### src/rtl/csum_pkg.sv
package csum_pkg;
  localparam int WORD_W = 16;
  localparam int RED_W  = 32;

  // Reduce a 32-bit ones'-complement partial sum to 16 bits, non-inverted.
  function automatic logic [WORD_W-1:0] ones_fold(input logic [RED_W-1:0] v);
    logic [WORD_W:0] t;
    t = {1'b0, v[WORD_W-1:0]} + {1'b0, v[RED_W-1:WORD_W]};
    return t[WORD_W-1:0] + {{(WORD_W-1){1'b0}}, t[WORD_W]};
  endfunction
endpackage

### src/rtl/csum_byte_mask.sv
module csum_byte_mask #(
  parameter int BYTES = 8
) (
  input  logic [BYTES*8-1:0] data_i,
  input  logic [BYTES-1:0]   keep_i,
  output logic [BYTES*8-1:0] data_o
);
  for (genvar b = 0; b < BYTES; b++) begin : g_byte
    assign data_o[b*8 +: 8] = keep_i[b] ? data_i[b*8 +: 8] : 8'h00;
  end
endmodule

### src/rtl/csum_eac_add.sv
module csum_eac_add #(
  parameter int W = 64
) (
  input  logic [W-1:0] a_i,
  input  logic [W-1:0] b_i,
  output logic [W-1:0] sum_o,
  output logic         carry_o
);
  logic [W:0] raw;
  assign raw     = {1'b0, a_i} + {1'b0, b_i};
  assign carry_o = raw[W];
  // Wrapping the carry back cannot overflow again: a carry leaves raw[W-1:0] <= 2^W-2.
  assign sum_o   = raw[W-1:0] + {{(W-1){1'b0}}, raw[W]};
endmodule

### src/rtl/csum_lane_fold.sv
module csum_lane_fold #(
  parameter int LANES = 4
) (
  input  logic [LANES*csum_pkg::WORD_W-1:0] acc_i,
  output logic [csum_pkg::WORD_W-1:0]       folded_o
);
  import csum_pkg::*;
  logic [RED_W-1:0] total;
  always_comb begin
    total = '0;
    for (int i = 0; i < LANES; i++) begin
      total = total + RED_W'(acc_i[i*WORD_W +: WORD_W]);
    end
    folded_o = ones_fold(total);
  end
endmodule

### src/rtl/csum_accum.sv
module csum_accum #(
  parameter int LANES = 4
) (
  input  logic                             clk,
  input  logic                             rst_n,
  input  logic                             start_i,
  input  logic                             beat_valid_i,
  input  logic [LANES*csum_pkg::WORD_W-1:0] beat_data_i,
  input  logic [LANES*2-1:0]               beat_keep_i,
  input  logic                             finish_i,
  output logic [csum_pkg::WORD_W-1:0]      sum_o,
  output logic                             sum_valid_o
);
  import csum_pkg::*;
  localparam int ACC_W = LANES * WORD_W;
  localparam int BYTES = LANES * 2;

  logic [ACC_W-1:0]  acc_q;
  logic [ACC_W-1:0]  acc_base;
  logic [ACC_W-1:0]  masked_beat;
  logic [ACC_W-1:0]  addend;
  logic [ACC_W-1:0]  acc_next;
  logic              wrap_carry;
  logic              open_pkt;
  logic              take_beat;
  logic              finish_fire;
  logic [WORD_W-1:0] folded;
  logic [WORD_W-1:0] sum_q;
  logic              valid_q;

  // Packet accepts input when no result is held, or when a start reopens it.
  assign open_pkt    = start_i || !valid_q;
  assign take_beat   = beat_valid_i && open_pkt;
  assign finish_fire = finish_i && open_pkt;
  assign acc_base    = start_i ? '0 : acc_q;
  assign addend      = take_beat ? masked_beat : '0;

  csum_byte_mask #(.BYTES(BYTES)) u_mask (
    .data_i (beat_data_i),
    .keep_i (beat_keep_i),
    .data_o (masked_beat)
  );

  csum_eac_add #(.W(ACC_W)) u_add (
    .a_i     (acc_base),
    .b_i     (addend),
    .sum_o   (acc_next),
    .carry_o (wrap_carry)
  );

  csum_lane_fold #(.LANES(LANES)) u_fold (
    .acc_i    (acc_next),
    .folded_o (folded)
  );

  always_ff @(posedge clk or negedge rst_n) begin
    if (!rst_n) begin
      acc_q   <= '0;
      sum_q   <= '0;
      valid_q <= 1'b0;
    end else begin
      if (open_pkt) acc_q <= acc_next;
      if (finish_fire) begin
        sum_q   <= ~folded;
        valid_q <= 1'b1;
      end else if (start_i) begin
        valid_q <= 1'b0;
      end
    end
  end

  assign sum_o       = sum_q;
  assign sum_valid_o = valid_q;
endmodule

### config.mk
export PLATFORM = sky130hd
export DESIGN_NAME = csum_accum
export DESIGN_NICKNAME = d
export VERILOG_FILES = /design/src/rtl/csum_pkg.sv /design/src/rtl/csum_byte_mask.sv /design/src/rtl/csum_eac_add.sv /design/src/rtl/csum_lane_fold.sv /design/src/rtl/csum_accum.sv
export SDC_FILE = /design/constraint.sdc
export NUM_CORES = 1
export LEC_CHECK = 0
export BUFFER_PORTS_ARGS = -buffer_cell sky130_fd_sc_hd__buf_2
export CAP_MARGIN = 40
export CORE_UTILIZATION = 45
export CTS_CLUSTER_DIAMETER = 150
export DETAILED_ROUTE_END_ITERATION = 10
export GPL_TIMING_DRIVEN = 0
export HOLD_SLACK_MARGIN = 0.06
export SETUP_SLACK_MARGIN = 0.3
export SLEW_MARGIN = 20
export SYNTH_ARGS = -nofsm -noshare
export SYNTH_HDL_FRONTEND = slang
export SYNTH_SLANG_ARGS = --single-unit
### constraint.sdc
create_clock -name clk -period 17.6 [get_ports clk]
set_input_delay 1.76 -clock clk [delete_from_list [all_inputs] [get_ports clk]]
set_output_delay 1.76 -clock clk [all_outputs]
set_load 0.02 [all_outputs]
==> impl_metrics.prom, run 1 <==
# TYPE chip_impl_metric gauge
chip_impl_metric{name="power_frac_comb",unit="%"} 58.9
chip_impl_metric{name="power_switching",unit="uW"} 498.9
chip_impl_metric{name="post_synth_mux_area_share",unit="%"} 3.134
chip_impl_metric{name="synth_edf_count",unit=""} 0
chip_impl_metric{name="global_route.usage.total",unit="%"} 31.92
chip_impl_metric{name="period_share",unit="%"} 93.12
chip_impl_metric{name="number_of_global_route_vias_before_repair",unit=""} 12290
chip_impl_metric{name="n_fill_cell",unit=""} 2859
chip_impl_metric{name="static-leakage-power",unit="uW"} 0.006366
chip_impl_info{name="outcome",value="finished clean"} 1
chip_impl_metric{name="postRouteWirelength",unit="mm"} 45.95
chip_impl_metric{name="critPathMaxFanout",unit=""} 11
chip_impl_metric{name="num_vias",unit=""} 13330
chip_impl_metric{name="max_transition_viols_final",unit=""} 0
chip_impl_metric{name="timing.max_cap.violations",unit=""} 0
chip_impl_metric{name="clkPwrFrac",unit="%"} 18.2
chip_impl_metric{name="drt_pre_antenna_iters",unit=""} 5
chip_impl_metric{name="preCtsSetupSlack",unit="ns"} 0.6317
chip_impl_metric{name="setup_ws",unit="ns"} 1.210
chip_impl_metric{name="hold_depth",unit=""} 2
chip_impl_metric{name="p_seq_share",unit="%"} 22.9
chip_impl_metric{name="tightest_slew",unit="ns"} 0.9262
chip_impl_metric{name="cts_bufs_inserted",unit=""} 9
chip_impl_info{name="r2r_start",value="sum_valid_o"} 1
chip_impl_metric{name="hpwlAfterDp",unit="mm"} 38.14
chip_impl_metric{name="die-area",unit="mm2"} 0.02889
chip_impl_metric{name="vdd_drop_max",unit="mV"} 0.05551
chip_impl_metric{name="xor_and_xnor_area_share_after_synthesis",unit="%"} 8.890
chip_impl_info{name="timing.setup.critical_path_class",value="in2reg"} 1
chip_impl_metric{name="synth_warnings",unit=""} 0
chip_impl_info{name="worstReg2RegEnd",value="sum_o[15]"} 1
chip_impl_metric{name="switching_part_of_the_total",unit="%"} 46.10
chip_impl_info{name="min-delay-start",value="acc_q[0]"} 1
chip_impl_metric{name="power_per_cell_area",unit="mW/mm2"} 77.14
chip_impl_info{name="cts_tree",value="done"} 1
chip_impl_info{name="hold_path.class",value="reg2reg"} 1
chip_impl_metric{name="die_x",unit="um"} 170.0
chip_impl_metric{name="setup-violations-final",unit=""} 0
chip_impl_info{name="critical_path.startpoint_type",value="primary input"} 1
chip_impl_metric{name="floorplan.die.height",unit="um"} 170.0
chip_impl_metric{name="final-hold-violation-count",unit=""} 0
chip_impl_metric{name="cts_buffer_depth",unit=""} 2
chip_impl_metric{name="worst_r2r_setup_slack",unit="ns"} 2.18
chip_impl_metric{name="netlist_instances",unit=""} 1690
chip_impl_metric{name="avgRoutedWirePerCell",unit="um"} 21.02
chip_impl_metric{name="post_cts_hold_buffer_count",unit=""} 0
chip_impl_metric{name="worst-path-stages",unit=""} 65
chip_impl_metric{name="drive_above_1_share",unit="%"} 12.51
chip_impl_info{name="cts.root.buffer_cell",value="sky130_fd_sc_hd__clkbuf_16"} 1
chip_impl_metric{name="drt_iter0_markers",unit=""} 1220
chip_impl_metric{name="layout-area-overhead-vs-synth",unit="%"} 10.53
chip_impl_metric{name="synth.net_count",unit=""} 1889
chip_impl_metric{name="min_period",unit="ns"} 16.39
chip_impl_metric{name="critical_path_arrival",unit="ns"} 16.62
chip_impl_info{name="worst_path_dominant_cell_family",value="simple AND/OR/NAND/NOR gates"} 1
chip_impl_metric{name="crit_buf_inv",unit=""} 7
chip_impl_metric{name="grt_max_degree",unit=""} 44
chip_impl_metric{name="yosys.cell_types.count",unit=""} 88
chip_impl_metric{name="num-nets-final",unit=""} 2001
chip_impl_metric{name="ant_nets",unit=""} 0
chip_impl_metric{name="yosys_register_bits",unit=""} 81
chip_impl_info{name="synthFlopType",value="sky130_fd_sc_hd__dfrtp_1"} 1
chip_impl_metric{name="postSynth.asyncResetShare",unit="%"} 100.0
chip_impl_metric{name="synth-compound-area-share",unit="%"} 23.89
chip_impl_metric{name="port_buffers",unit=""} 93
chip_impl_metric{name="detail_route.vias_per_cell",unit=""} 6.096
chip_impl_metric{name="drt_drc_violations_left",unit=""} 0
chip_impl_metric{name="core-area",unit="mm2"} 0.02778
chip_impl_info{name="most-common-layout-cells",value="sky130_fd_sc_hd__nor2_1 (178), sky130_fd_sc_hd__nand2_1 (157), sky130_fd_sc_hd__buf_2 (118)"} 1
chip_impl_metric{name="cts.htree.levels",unit=""} 3
chip_impl_metric{name="synth-seq-area-share",unit="%"} 15.97
chip_impl_info{name="synth_top_family_by_area",value="simple AND/OR/NAND/NOR gates"} 1
chip_impl_metric{name="worst_path_largest_cell_delay",unit="ns"} 0.57
chip_impl_metric{name="num_rows",unit=""} 61
chip_impl_metric{name="clock_insertion_delay_worst_skew",unit="ns"} 0.35
chip_impl_metric{name="clock_sinks",unit=""} 81
chip_impl_metric{name="fin_worst_skew",unit="ns"} 0.009340
chip_impl_metric{name="clk_pin_slew_worst_paths",unit="ns"} 0.06
chip_impl_metric{name="synthAdderAreaFrac",unit="%"} 13.21
chip_impl_info{name="worst_path_most_repeated_cell",value="sky130_fd_sc_hd__ha_1"} 1
chip_impl_metric{name="design.portCount",unit=""} 94
chip_impl_metric{name="reg2regPathDepth",unit=""} 64
chip_impl_metric{name="postSynthAreaPerCell",unit="um2"} 7.512
chip_impl_metric{name="last_weighted_congestion_value_of_the_routability_driven_placer",unit=""} 1.020
chip_impl_metric{name="antenna_found_initial",unit=""} 0
chip_impl_metric{name="power.internal",unit="uW"} 583.4
chip_impl_metric{name="cp_data_required_time",unit="ns"} 17.83
chip_impl_info{name="grt_setup_unrepaired",value="false"} 1
chip_impl_metric{name="grt_first_pass_wirelength",unit="mm"} 70.62
chip_impl_info{name="mostFrequentLayoutCell",value="sky130_fd_sc_hd__nor2_1"} 1
chip_impl_metric{name="initial_core_util",unit="%"} 45.69
chip_impl_metric{name="timing.slew.headroom",unit="%"} 37.88
chip_impl_metric{name="clock.fmax",unit="MHz"} 61.01
chip_impl_info{name="critical_path_end_type",value="register"} 1
chip_impl_info{name="worst_hold_path.endpoint",value="acc_q[0]"} 1
chip_impl_metric{name="post_synth_instance_area",unit="mm2"} 0.01269
chip_impl_info{name="crit_path_top_delay_cell",value="sky130_fd_sc_hd__nor4_1"} 1
chip_impl_metric{name="setup_total_negative_slack",unit="ns"} 0
chip_impl_metric{name="globalRouteOverflowTotal",unit=""} 0
chip_impl_metric{name="post_synth_and_or_nand_nor_area_fraction",unit="%"} 31.26
## through the flow
step           cell area, um2  cells  power [uW]  hold slack [ns]  utilization, %
3_3_place_gp            13630   2161       867.5           0.4459           49.07
2_1_floorplan           12690   1690       703.2           0.4309               -
3_5_place_dp            13700   2168       877.6           0.4503           49.31
4_1_cts                 14000   2184        1079           0.4647           50.38
5_1_grt                 14030   2185        1163           0.4812           50.50
6_report                14030   2186        1082           0.4611           50.50
## cell type report
cell class | count | area (um2) | share of cell area, %
diodes | 1 | 2.502 | 0.01783
clock inverters | 5 | 55.05 | 0.3924
flip-flops and latches | 81 | 2027 | 14.45
inverters | 33 | 123.9 | 0.8828
well taps | 378 | 473.0 | 3.371
plain buffers | 80 | 349.1 | 2.488
clock buffers | 11 | 242.7 | 1.730
repair buffers | 101 | 535.5 | 3.817
multi-input cells | 1496 | 10220 | 72.86
## per-layer routing
layer / share of wire (%) / GRT usage [%]
met1: 46 / 43.27
met2: 46 / 53.56
met3: 4.7 / 2.535
met4: 3.2 / 10.14
met5: 0 / 0
## worst max-delay path by stage
stage | slack (ns) | end | from
finish | 1.21 | sum_o[15] | start_i
CTS | 0.92 | sum_o[15] | start_i
global placement | 0.43 | sum_o[15] | start_i
detailed placement | 0.63 | sum_o[15] | start_i
global route | 0.33 | sum_o[15] | start_i
floorplan | 4.00 | sum_o[15] | start_i
## synth_stat cells (6+ instances only)
master	n	area, um2
sky130_fd_sc_hd__a21o_1	44	330.3
sky130_fd_sc_hd__o31ai_1	11	82.58
sky130_fd_sc_hd__o21bai_1	10	75.07
sky130_fd_sc_hd__nor2_1	179	671.9
sky130_fd_sc_hd__dfrtp_1	81	2027
sky130_fd_sc_hd__and2_1	17	106.4
sky130_fd_sc_hd__nor2b_1	77	481.7
sky130_fd_sc_hd__fa_1	20	400.4
sky130_fd_sc_hd__nand4_1	49	306.5
sky130_fd_sc_hd__or4_1	6	45.04
sky130_fd_sc_hd__nand3_1	38	190.2
sky130_fd_sc_hd__o21ai_1	9	45.04
sky130_fd_sc_hd__nor4_1	17	106.4
sky130_fd_sc_hd__a221o_1	6	60.06
sky130_fd_sc_hd__or2_2	14	87.58
sky130_fd_sc_hd__clkbuf_1	53	198.9
sky130_fd_sc_hd__a311oi_1	7	61.31
sky130_fd_sc_hd__a31oi_1	21	131.4
sky130_fd_sc_hd__nor3_1	49	245.2
sky130_fd_sc_hd__mux2i_1	6	60.06
sky130_fd_sc_hd__xnor2_1	83	727.0
sky130_fd_sc_hd__a31o_2	6	52.55
sky130_fd_sc_hd__and4_1	6	52.55
sky130_fd_sc_hd__nor3b_1	9	67.56
sky130_fd_sc_hd__o211ai_1	22	165.2
sky130_fd_sc_hd__ha_1	102	1276
sky130_fd_sc_hd__nand2_1	157	589.3
sky130_fd_sc_hd__and3_1	80	500.5
sky130_fd_sc_hd__a21boi_0	8	60.06
sky130_fd_sc_hd__o21a_1	18	135.1
sky130_fd_sc_hd__nand2b_1	19	118.9
sky130_fd_sc_hd__buf_2	22	110.1
sky130_fd_sc_hd__or3_1	21	131.4
sky130_fd_sc_hd__mux2_2	30	337.8
sky130_fd_sc_hd__xor2_1	44	385.4
sky130_fd_sc_hd__a21oi_1	104	520.5
sky130_fd_sc_hd__a211oi_1	19	142.6
sky130_fd_sc_hd__inv_1	33	123.9
sky130_fd_sc_hd__o21ai_0	89	445.4
## logic make-up (layout without fill, tap and decap cells)
kind of cell    Yosys count  after routing
simple gates            761            761
compound gates          449            449
xor+xnor                128            128
fa+ha+maj               122            122
buf+inv                 113            230
flops                    81             81
mux                      36             36
other cells               0              1
## power groups by stage
stage	clock [uW]	combinational (uW)	sequential, uW
after floorplan	0	434	269
after global placement	0	617	250
after detailed placement	0	627	251
after CTS	200	632	248
after global routing	207	703	253
final	197	638	248
## flip-flops by register name (all words and copies together) (netlist names)
| register | cells |
|---|---|
| acc_q | 64 |
| sum_o | 16 |
| sum_valid_o | 1 |
## what timing repair did
item	in CTS	in global routing
hold endpoints to repair	0	0
setup endpoints to repair	0	6
gates resized for setup	0	19
setup buffers	0	0
## worst min-delay path, stage by stage (launching register included)
cell                      delay [ns]
sky130_fd_sc_hd__dfrtp_1        0.33
sky130_fd_sc_hd__nand2_1        0.05
sky130_fd_sc_hd__nand2_1        0.05
Note: power is estimated with default switching activity, not from simulation.
==> run 2: changes to the inputs <==
--- a/config.mk
+++ b/config.mk
@@ -10,8 +10,9 @@
 export CORE_UTILIZATION = 45
 export CTS_CLUSTER_DIAMETER = 150
 export DETAILED_ROUTE_END_ITERATION = 10
-export GPL_TIMING_DRIVEN = 0
+export GPL_TIMING_DRIVEN = 1
 export HOLD_SLACK_MARGIN = 0.06
+export MAX_ROUTING_LAYER = met4
 export SETUP_SLACK_MARGIN = 0.3
 export SLEW_MARGIN = 20
 export SYNTH_ARGS = -nofsm -noshare
==> impl_metrics.prom, run 2 (same netlist as run 1, synthesis figures left out) <==
# TYPE chip_impl_metric gauge
chip_impl_info{name="outcome",value="finished clean"} 1
chip_impl_metric{name="period_share",unit="%"} 87.57
chip_impl_metric{name="globalRouteOverflowTotal",unit=""} 0
chip_impl_metric{name="die-area",unit="mm2"} 0.02889
chip_impl_metric{name="critPathMaxFanout",unit=""} 48
chip_impl_metric{name="layout-area-overhead-vs-synth",unit="%"} 7.766
chip_impl_metric{name="die_x",unit="um"} 170.0
chip_impl_info{name="most-common-layout-cells",value="sky130_fd_sc_hd__nor2_1 (179), sky130_fd_sc_hd__nand2_1 (157), sky130_fd_sc_hd__a21oi_1 (104)"} 1
chip_impl_metric{name="grt_first_pass_wirelength",unit="mm"} 69.23
chip_impl_metric{name="timing.slew.headroom",unit="%"} 42.95
chip_impl_metric{name="static-leakage-power",unit="uW"} 0.006149
chip_impl_metric{name="floorplan.die.height",unit="um"} 170.0
chip_impl_info{name="crit_path_top_delay_cell",value="sky130_fd_sc_hd__nor4_1"} 1
chip_impl_metric{name="min_period",unit="ns"} 15.41
chip_impl_info{name="worst_path_dominant_cell_family",value="simple AND/OR/NAND/NOR gates"} 1
chip_impl_metric{name="max_transition_viols_final",unit=""} 0
chip_impl_metric{name="n_antenna_cell",unit=""} 0
chip_impl_metric{name="postCtsResizedCells",unit=""} 0
chip_impl_metric{name="vdd_drop_max",unit="mV"} 0.05696
chip_impl_metric{name="num_vias",unit=""} 12870
chip_impl_metric{name="last_weighted_congestion_value_of_the_routability_driven_placer",unit=""} 0.9641
chip_impl_metric{name="detail_route.vias_per_cell",unit=""} 6.102
chip_impl_metric{name="crit_buf_inv",unit=""} 3
chip_impl_metric{name="core-area",unit="mm2"} 0.02778
chip_impl_metric{name="global_route.usage.total",unit="%"} 32.11
chip_impl_metric{name="power_per_cell_area",unit="mW/mm2"} 78.44
chip_impl_metric{name="largest_register_ffs",unit=""} 64
chip_impl_metric{name="drt_iter0_markers",unit=""} 998
chip_impl_info{name="critical_path.startpoint",value="start_i"} 1
chip_impl_metric{name="hpwlAfterDp",unit="mm"} 37.25
chip_impl_info{name="timing.setup.critical_path_class",value="in2reg"} 1
chip_impl_metric{name="cp_data_required_time",unit="ns"} 17.85
chip_impl_info{name="critical_path_end_type",value="register"} 1
chip_impl_metric{name="clk_pin_slew_worst_paths",unit="ns"} 0.07
chip_impl_info{name="worstReg2RegEnd",value="sum_o[15]"} 1
chip_impl_metric{name="tightest_slew",unit="ns"} 0.8500
chip_impl_info{name="cts_tree",value="done"} 1
chip_impl_metric{name="clock.fmax",unit="MHz"} 64.89
chip_impl_metric{name="drt_pre_antenna_iters",unit=""} 5
chip_impl_metric{name="port_buffers",unit=""} 93
chip_impl_metric{name="worst_r2r_setup_slack",unit="ns"} 3.11
chip_impl_metric{name="number_of_global_route_vias_before_repair",unit=""} 12010
chip_impl_metric{name="setup_total_negative_slack",unit="ns"} 0
chip_impl_info{name="largest-register",value="acc_q"} 1
chip_impl_metric{name="drt_drc_violations_left",unit=""} 0
chip_impl_metric{name="post_cts_setup_buffers",unit=""} 0
chip_impl_metric{name="design.portCount",unit=""} 94
chip_impl_info{name="mostFrequentLayoutCell",value="sky130_fd_sc_hd__nor2_1"} 1
chip_impl_metric{name="clock_insertion_delay_worst_skew",unit="ns"} 0.37
chip_impl_info{name="critPathCapture",value="sum_o[15]"} 1
chip_impl_metric{name="cts.htree.levels",unit=""} 3
chip_impl_metric{name="setup-violations-final",unit=""} 0
chip_impl_metric{name="final-hold-violation-count",unit=""} 0
chip_impl_info{name="r2r_start",value="sum_valid_o"} 1
chip_impl_metric{name="postLayoutCoreUtil",unit="%"} 49.24
chip_impl_metric{name="timing.max_cap.violations",unit=""} 0
chip_impl_metric{name="num_rows",unit=""} 61
chip_impl_metric{name="cts_buffer_depth",unit=""} 2
chip_impl_metric{name="report.power.total",unit="uW"} 1073
chip_impl_metric{name="avgRoutedWirePerCell",unit="um"} 21.27
chip_impl_metric{name="initial_core_util",unit="%"} 45.69
chip_impl_metric{name="clock_sinks",unit=""} 81
chip_impl_metric{name="fin_worst_skew",unit="ns"} 0.007178
chip_impl_metric{name="cts_bufs_inserted",unit=""} 9
chip_impl_info{name="critical_path.startpoint_type",value="primary input"} 1
chip_impl_metric{name="grt_max_degree",unit=""} 66
chip_impl_info{name="grt_setup_unrepaired",value="false"} 1
chip_impl_metric{name="num-nets-final",unit=""} 1926
chip_impl_metric{name="postRouteWirelength",unit="mm"} 44.85
chip_impl_metric{name="reg2regPathDepth",unit=""} 57
chip_impl_info{name="hold_path.class",value="reg2reg"} 1
chip_impl_metric{name="drive_above_1_share",unit="%"} 11.55
chip_impl_metric{name="critical_path_arrival",unit="ns"} 15.67
chip_impl_metric{name="ant_nets",unit=""} 0
chip_impl_metric{name="worst_path_largest_cell_delay",unit="ns"} 0.66
chip_impl_metric{name="antenna_found_initial",unit=""} 0
chip_impl_metric{name="worst-path-stages",unit=""} 58
chip_impl_metric{name="post_cts_hold_buffer_count",unit=""} 0
chip_impl_info{name="cts.root.buffer_cell",value="sky130_fd_sc_hd__clkbuf_16"} 1
-- run 2: cell types whose count changed in the layout (fill, tap and decap cells not counted), moves of 2 or more --
cell / delta
sky130_fd_sc_hd__buf_6: -2
sky130_fd_sc_hd__buf_1: -3
sky130_fd_sc_hd__clkbuf_1: -46
sky130_fd_sc_hd__buf_2: -23
sky130_fd_sc_hd__clkbuf_2: -9
sky130_fd_sc_hd__buf_4: +6
-- run 2: worst min path at each step --
stage / startpoint / slack [ns] / to / depth (start not counted)
final: acc_q[0] / 0.46 / acc_q[0] / 2
after global routing: acc_q[8] / 0.48 / acc_q[8] / 2
after CTS: acc_q[0] / 0.46 / acc_q[0] / 2
after detailed placement: acc_q[8] / 0.45 / acc_q[8] / 2
after global placement: acc_q[0] / 0.44 / acc_q[0] / 2
after floorplan: acc_q[0] / 0.43 / acc_q[0] / 2
-- run 2: where the power goes --
part           total [uW]  internal [uW]  switching (uW)  leakage (uW)
Clock                 185           98.2            86.8      0.000126
Sequential            246            227            18.9       0.00103
Combinational         642            244             398       0.00499
-- run 2: final cells by class --
cell class	count	area, um2
sequential	81	2027
timing repair buffer	106	574.3
tap	378	473.0
clock buffer	10	239.0
fill	2917	14100
clock inverter	5	32.53
multi-input combinational	1496	10210
inverter	33	123.9
-- run 2: per-stage QoR --
step	cells	area, um2	setup slack [ns]	hold WS [ns]
6_report	2109	13680	2.188	0.4576
5_1_grt	2109	13680	0.6322	0.4789
4_1_cts	2108	13680	2.370	0.4619
3_5_place_dp	2093	13400	2.049	0.4481
3_3_place_gp	2088	13360	2.146	0.4445
2_1_floorplan	1690	12690	3.995	0.4309
-- run 2: metal layers --
layer,part of all wire (%),routed length [um],global-route usage [%]
met1,46,20510,41.47
met5,0,0,-
met2,48,21320,53.26
met3,4.0,1803,2.977
met4,2.7,1217,9.205
-- run 2: worst reg2reg max path: cells and delay by family (launching register included) --
family / cells / cell delay (ns)
AOI/OAI and AO/OA: 24 / 4.94
xor gates and xnor gates: 3 / 0.65
adders and majority gates: 8 / 2.48
buffers and inverters: 2 / 0.32
DFF: 1 / 0.64
and+or+nand+nor: 20 / 5.40
==> run 3: changes to the inputs <==
--- a/config.mk
+++ b/config.mk
@@ -17,4 +17,5 @@
 export SLEW_MARGIN = 20
 export SYNTH_ARGS = -nofsm -noshare
 export SYNTH_HDL_FRONTEND = slang
+export SYNTH_HIERARCHICAL = 1
 export SYNTH_SLANG_ARGS = --single-unit
==> impl_metrics.prom, run 3 <==
# TYPE chip_impl_metric gauge
chip_impl_metric{name="power.internal",unit="uW"} 539.0
chip_impl_info{name="most-common-layout-cells",value="sky130_fd_sc_hd__inv_1 (129), sky130_fd_sc_hd__nand2_1 (125), sky130_fd_sc_hd__buf_2 (94), sky130_fd_sc_hd__nor2_1 (94), sky130_fd_sc_hd__ha_1 (87)"} 1
chip_impl_metric{name="power_frac_comb",unit="%"} 57.6
chip_impl_metric{name="detail_route.vias_per_cell",unit=""} 5.994
chip_impl_metric{name="postSynth.asyncResetShare",unit="%"} 100.0
chip_impl_metric{name="power_switching",unit="uW"} 433.0
chip_impl_metric{name="cts.htree.levels",unit=""} 3
chip_impl_metric{name="worst_r2r_setup_slack",unit="ns"} 4.64
chip_impl_info{name="synth.cells.most_frequent",value="sky130_fd_sc_hd__inv_1 (129), sky130_fd_sc_hd__nand2_1 (125), sky130_fd_sc_hd__nor2_1 (94)"} 1
chip_impl_metric{name="antenna_found_initial",unit=""} 0
chip_impl_metric{name="post_cts_setup_buffers",unit=""} 0
chip_impl_metric{name="ant_nets",unit=""} 0
chip_impl_info{name="critical_path_end_type",value="register"} 1
chip_impl_metric{name="postLayoutCoreUtil",unit="%"} 49.18
chip_impl_metric{name="reg2regPathDepth",unit=""} 52
chip_impl_info{name="critical_path.startpoint",value="start_i"} 1
chip_impl_metric{name="layout-area-overhead-vs-synth",unit="%"} 6.768
chip_impl_info{name="synth.most_common_cell",value="sky130_fd_sc_hd__inv_1"} 1
chip_impl_metric{name="drt_drc_violations_left",unit=""} 0
chip_impl_metric{name="preCtsSetupSlack",unit="ns"} 2.996
chip_impl_metric{name="setup_ws",unit="ns"} 3.207
chip_impl_metric{name="critical_path_arrival",unit="ns"} 14.61
chip_impl_metric{name="netlist_instances",unit=""} 1658
chip_impl_metric{name="p_seq_share",unit="%"} 24.9
chip_impl_metric{name="yosys_register_bits",unit=""} 81
chip_impl_metric{name="post_cts_hold_buffer_count",unit=""} 0
chip_impl_metric{name="global_route.usage.total",unit="%"} 29.15
chip_impl_metric{name="timing.max_cap.violations",unit=""} 0
chip_impl_metric{name="postCtsResizedCells",unit=""} 0
chip_impl_metric{name="grt_max_degree",unit=""} 56
chip_impl_metric{name="num_vias",unit=""} 12470
chip_impl_metric{name="postRouteWirelength",unit="mm"} 42.99
chip_impl_metric{name="setup-violations-final",unit=""} 0
chip_impl_metric{name="last_weighted_congestion_value_of_the_routability_driven_placer",unit=""} 0.9726
chip_impl_metric{name="avgRoutedWirePerCell",unit="um"} 20.67
chip_impl_metric{name="cts_buffer_depth",unit=""} 2
chip_impl_metric{name="grt_first_pass_wirelength",unit="mm"} 66.35
chip_impl_metric{name="min_period",unit="ns"} 14.39
chip_impl_metric{name="clock_sinks",unit=""} 81
chip_impl_metric{name="port_buffers",unit=""} 93
chip_impl_metric{name="clock_insertion_delay_worst_skew",unit="ns"} 0.36
chip_impl_metric{name="core-area",unit="mm2"} 0.02886
chip_impl_info{name="r2r_start",value="sum_valid_o"} 1
chip_impl_info{name="cts_tree",value="done"} 1
chip_impl_info{name="crit_path_top_delay_cell",value="sky130_fd_sc_hd__nand2b_4"} 1
chip_impl_info{name="hold_path.class",value="reg2reg"} 1
chip_impl_metric{name="num-nets-final",unit=""} 1893
chip_impl_metric{name="synth_warnings",unit=""} 6
chip_impl_info{name="critical_path.startpoint_type",value="primary input"} 1
chip_impl_info{name="grt_setup_unrepaired",value="false"} 1
chip_impl_metric{name="timing.slew.headroom",unit="%"} 42.51
chip_impl_metric{name="drive_above_1_share",unit="%"} 14.15
chip_impl_metric{name="final_cell_area",unit="mm2"} 0.01419
chip_impl_metric{name="clk_pin_slew_worst_paths",unit="ns"} 0.06
chip_impl_metric{name="tightest_slew",unit="ns"} 0.8557
chip_impl_info{name="timing.setup.critical_path_class",value="in2reg"} 1
chip_impl_metric{name="fin_worst_skew",unit="ns"} 0.01088
chip_impl_metric{name="critPathMaxFanout",unit=""} 43
chip_impl_metric{name="cp_data_required_time",unit="ns"} 17.82
chip_impl_info{name="largest-register",value="acc_q"} 1
chip_impl_metric{name="clock.fmax",unit="MHz"} 69.48
chip_impl_metric{name="power_per_cell_area",unit="mW/mm2"} 68.49
chip_impl_metric{name="netlist.area_leader.share",unit="%"} 15.25
chip_impl_info{name="yosys-top-cells-area",value="sky130_fd_sc_hd__dfrtp_1 (15%), sky130_fd_sc_hd__ha_1 (8.2%), sky130_fd_sc_hd__xnor2_1 (5.3%)"} 1
chip_impl_metric{name="n_fill_cell",unit=""} 2928
chip_impl_metric{name="drt_iter0_markers",unit=""} 973
chip_impl_info{name="synth_largest_area_cell",value="sky130_fd_sc_hd__dfrtp_1"} 1
chip_impl_info{name="synthFlopType",value="sky130_fd_sc_hd__dfrtp_1"} 1
chip_impl_metric{name="setup_total_negative_slack",unit="ns"} 0
chip_impl_metric{name="yosys.cell_types.count",unit=""} 105
chip_impl_metric{name="post_synth_instance_area",unit="mm2"} 0.01329
chip_impl_metric{name="largest_register_ffs",unit=""} 64
chip_impl_metric{name="drt_pre_antenna_iters",unit=""} 6
chip_impl_metric{name="postSynthAreaPerCell",unit="um2"} 8.017
chip_impl_info{name="cts.root.buffer_cell",value="sky130_fd_sc_hd__clkbuf_16"} 1
chip_impl_metric{name="clkPwrFrac",unit="%"} 17.5
chip_impl_metric{name="period_share",unit="%"} 81.78
chip_impl_metric{name="globalRouteOverflowTotal",unit=""} 0
chip_impl_metric{name="vdd_drop_max",unit="mV"} 0.04062
chip_impl_metric{name="hpwlAfterDp",unit="mm"} 35.74
chip_impl_info{name="critPathCapture",value="sum_o[14]"} 1
chip_impl_metric{name="synth_edf_count",unit=""} 0
chip_impl_metric{name="floorplan.die.height",unit="um"} 173.9
chip_impl_info{name="mostFrequentLayoutCell",value="sky130_fd_sc_hd__inv_1"} 1
chip_impl_metric{name="worst_path_largest_cell_delay",unit="ns"} 0.63
chip_impl_metric{name="synth-seq-area-share",unit="%"} 15.25
chip_impl_metric{name="static-leakage-power",unit="uW"} 0.006409
chip_impl_info{name="worst_path_most_repeated_cell",value="sky130_fd_sc_hd__ha_1"} 1
chip_impl_metric{name="die_x",unit="um"} 173.9
chip_impl_info{name="worstReg2RegEnd",value="sum_o[14]"} 1
chip_impl_metric{name="switching_part_of_the_total",unit="%"} 44.55
chip_impl_metric{name="number_of_global_route_vias_before_repair",unit=""} 11700
chip_impl_metric{name="cts_bufs_inserted",unit=""} 9
chip_impl_metric{name="synth.net_count",unit=""} 1856
chip_impl_metric{name="final-hold-violation-count",unit=""} 0
chip_impl_metric{name="n_antenna_cell",unit=""} 0
chip_impl_metric{name="die-area",unit="mm2"} 0.03023
chip_impl_metric{name="design.portCount",unit=""} 94
chip_impl_metric{name="num_rows",unit=""} 62
chip_impl_info{name="outcome",value="finished clean"} 1
chip_impl_metric{name="postPlaceCellArea",unit="mm2"} 0.01394
chip_impl_metric{name="max_transition_viols_final",unit=""} 0
chip_impl_metric{name="initial_core_util",unit="%"} 46.06
[run 3: cell count changes in the layout (fill, tap and decap cells not counted), sizes merged, moves of 9 or more]
| cell | previous run | this run |
|---|---|---|
| a21o | 44 | 34 |
| a21oi | 106 | 95 |
| a31oi | 21 | 8 |
| and2 | 17 | 79 |
| and4 | 6 | 16 |
| fa | 20 | 34 |
| ha | 102 | 87 |
| inv | 33 | 129 |
| mux2 | 30 | 66 |
| mux2i | 6 | 19 |
| nand2 | 157 | 127 |
| nor2 | 179 | 94 |
| o21ai | 101 | 52 |
| or3 | 21 | 12 |
[run 3: through the flow]
stage	power, uW	hold WS [ns]	cells
floorplan	653.7	0.4726	1658
global placement	794.8	0.4833	2064
detailed placement	799.6	0.4846	2066
CTS	973.6	0.5013	2078
global route	1039	0.5130	2080
finish	972.0	0.4975	2080
[run 3: cell type report]
| type | count | area, um2 | area share (%) |
|---|---|---|---|
| clock buffers | 10 | 229.0 | 1.613 |
| inverters | 129 | 484.2 | 3.412 |
| well taps | 384 | 480.5 | 3.386 |
| clock inverters | 2 | 10.01 | 0.07053 |
| multi-input cells | 1369 | 10400 | 73.25 |
| flip-flops and latches | 81 | 2027 | 14.28 |
| repair buffers | 105 | 565.5 | 3.985 |
[run 3: how the worst min path moves through the flow]
| stage | to | startpoint | depth (start not counted) | slack, ns |
|---|---|---|---|---|
| after CTS | acc_q[62] | acc_q[62] | 1 | 0.50 |
| after global routing | acc_q[62] | acc_q[62] | 1 | 0.51 |
| after detailed placement | acc_q[46] | acc_q[46] | 1 | 0.48 |
| after floorplan | acc_q[55] | acc_q[55] | 1 | 0.47 |
| after global placement | acc_q[62] | acc_q[62] | 1 | 0.48 |
| final | acc_q[62] | acc_q[62] | 1 | 0.50 |
[run 3: critical path: cells and delay by family]
| kind | cells | cell delay, ns |
|---|---|---|
| xor gates and xnor gates | 3 | 0.52 |
| muxes | 1 | 0.08 |
| buffers and inverters | 4 | 0.52 |
| AOI/OAI and AO/OA | 15 | 3.64 |
| adders and majority gates | 11 | 2.97 |
| and+or+nand+nor | 19 | 5.06 |
[run 3: cell families (layout without fill, tap and decap cells)]
group / Yosys count / after routing / synth area share, %
compound gates: 348 / 348 / 19.34
xor+xnor: 132 / 132 / 9.065
fa+ha+maj: 121 / 121 / 13.31
buf+inv: 208 / 246 / 6.542
flops: 81 / 81 / 15.25
mux: 85 / 85 / 7.672
simple gates: 683 / 683 / 28.82
[run 3: routing by layer]
metal	vias to the layer above	wire [um]	share of wire [%]	global-route usage, %
met5	-	0	0	-
met4	0	1387	3.2	10.23
met3	72	2019	4.7	2.917
met2	366	19910	46	46.42
met1	6029	19670	46	38.41
li1	6000	-	-	-
[run 3: power groups by stage]
stage | Sequential [uW] | Clock (uW) | Combinational [uW]
2_1_floorplan | 264 | 0 | 390
3_3_place_gp | 245 | 0 | 550
3_5_place_dp | 245 | 0 | 554
4_1_cts | 242 | 174 | 557
5_1_grt | 247 | 180 | 612
6_report | 242 | 170 | 560
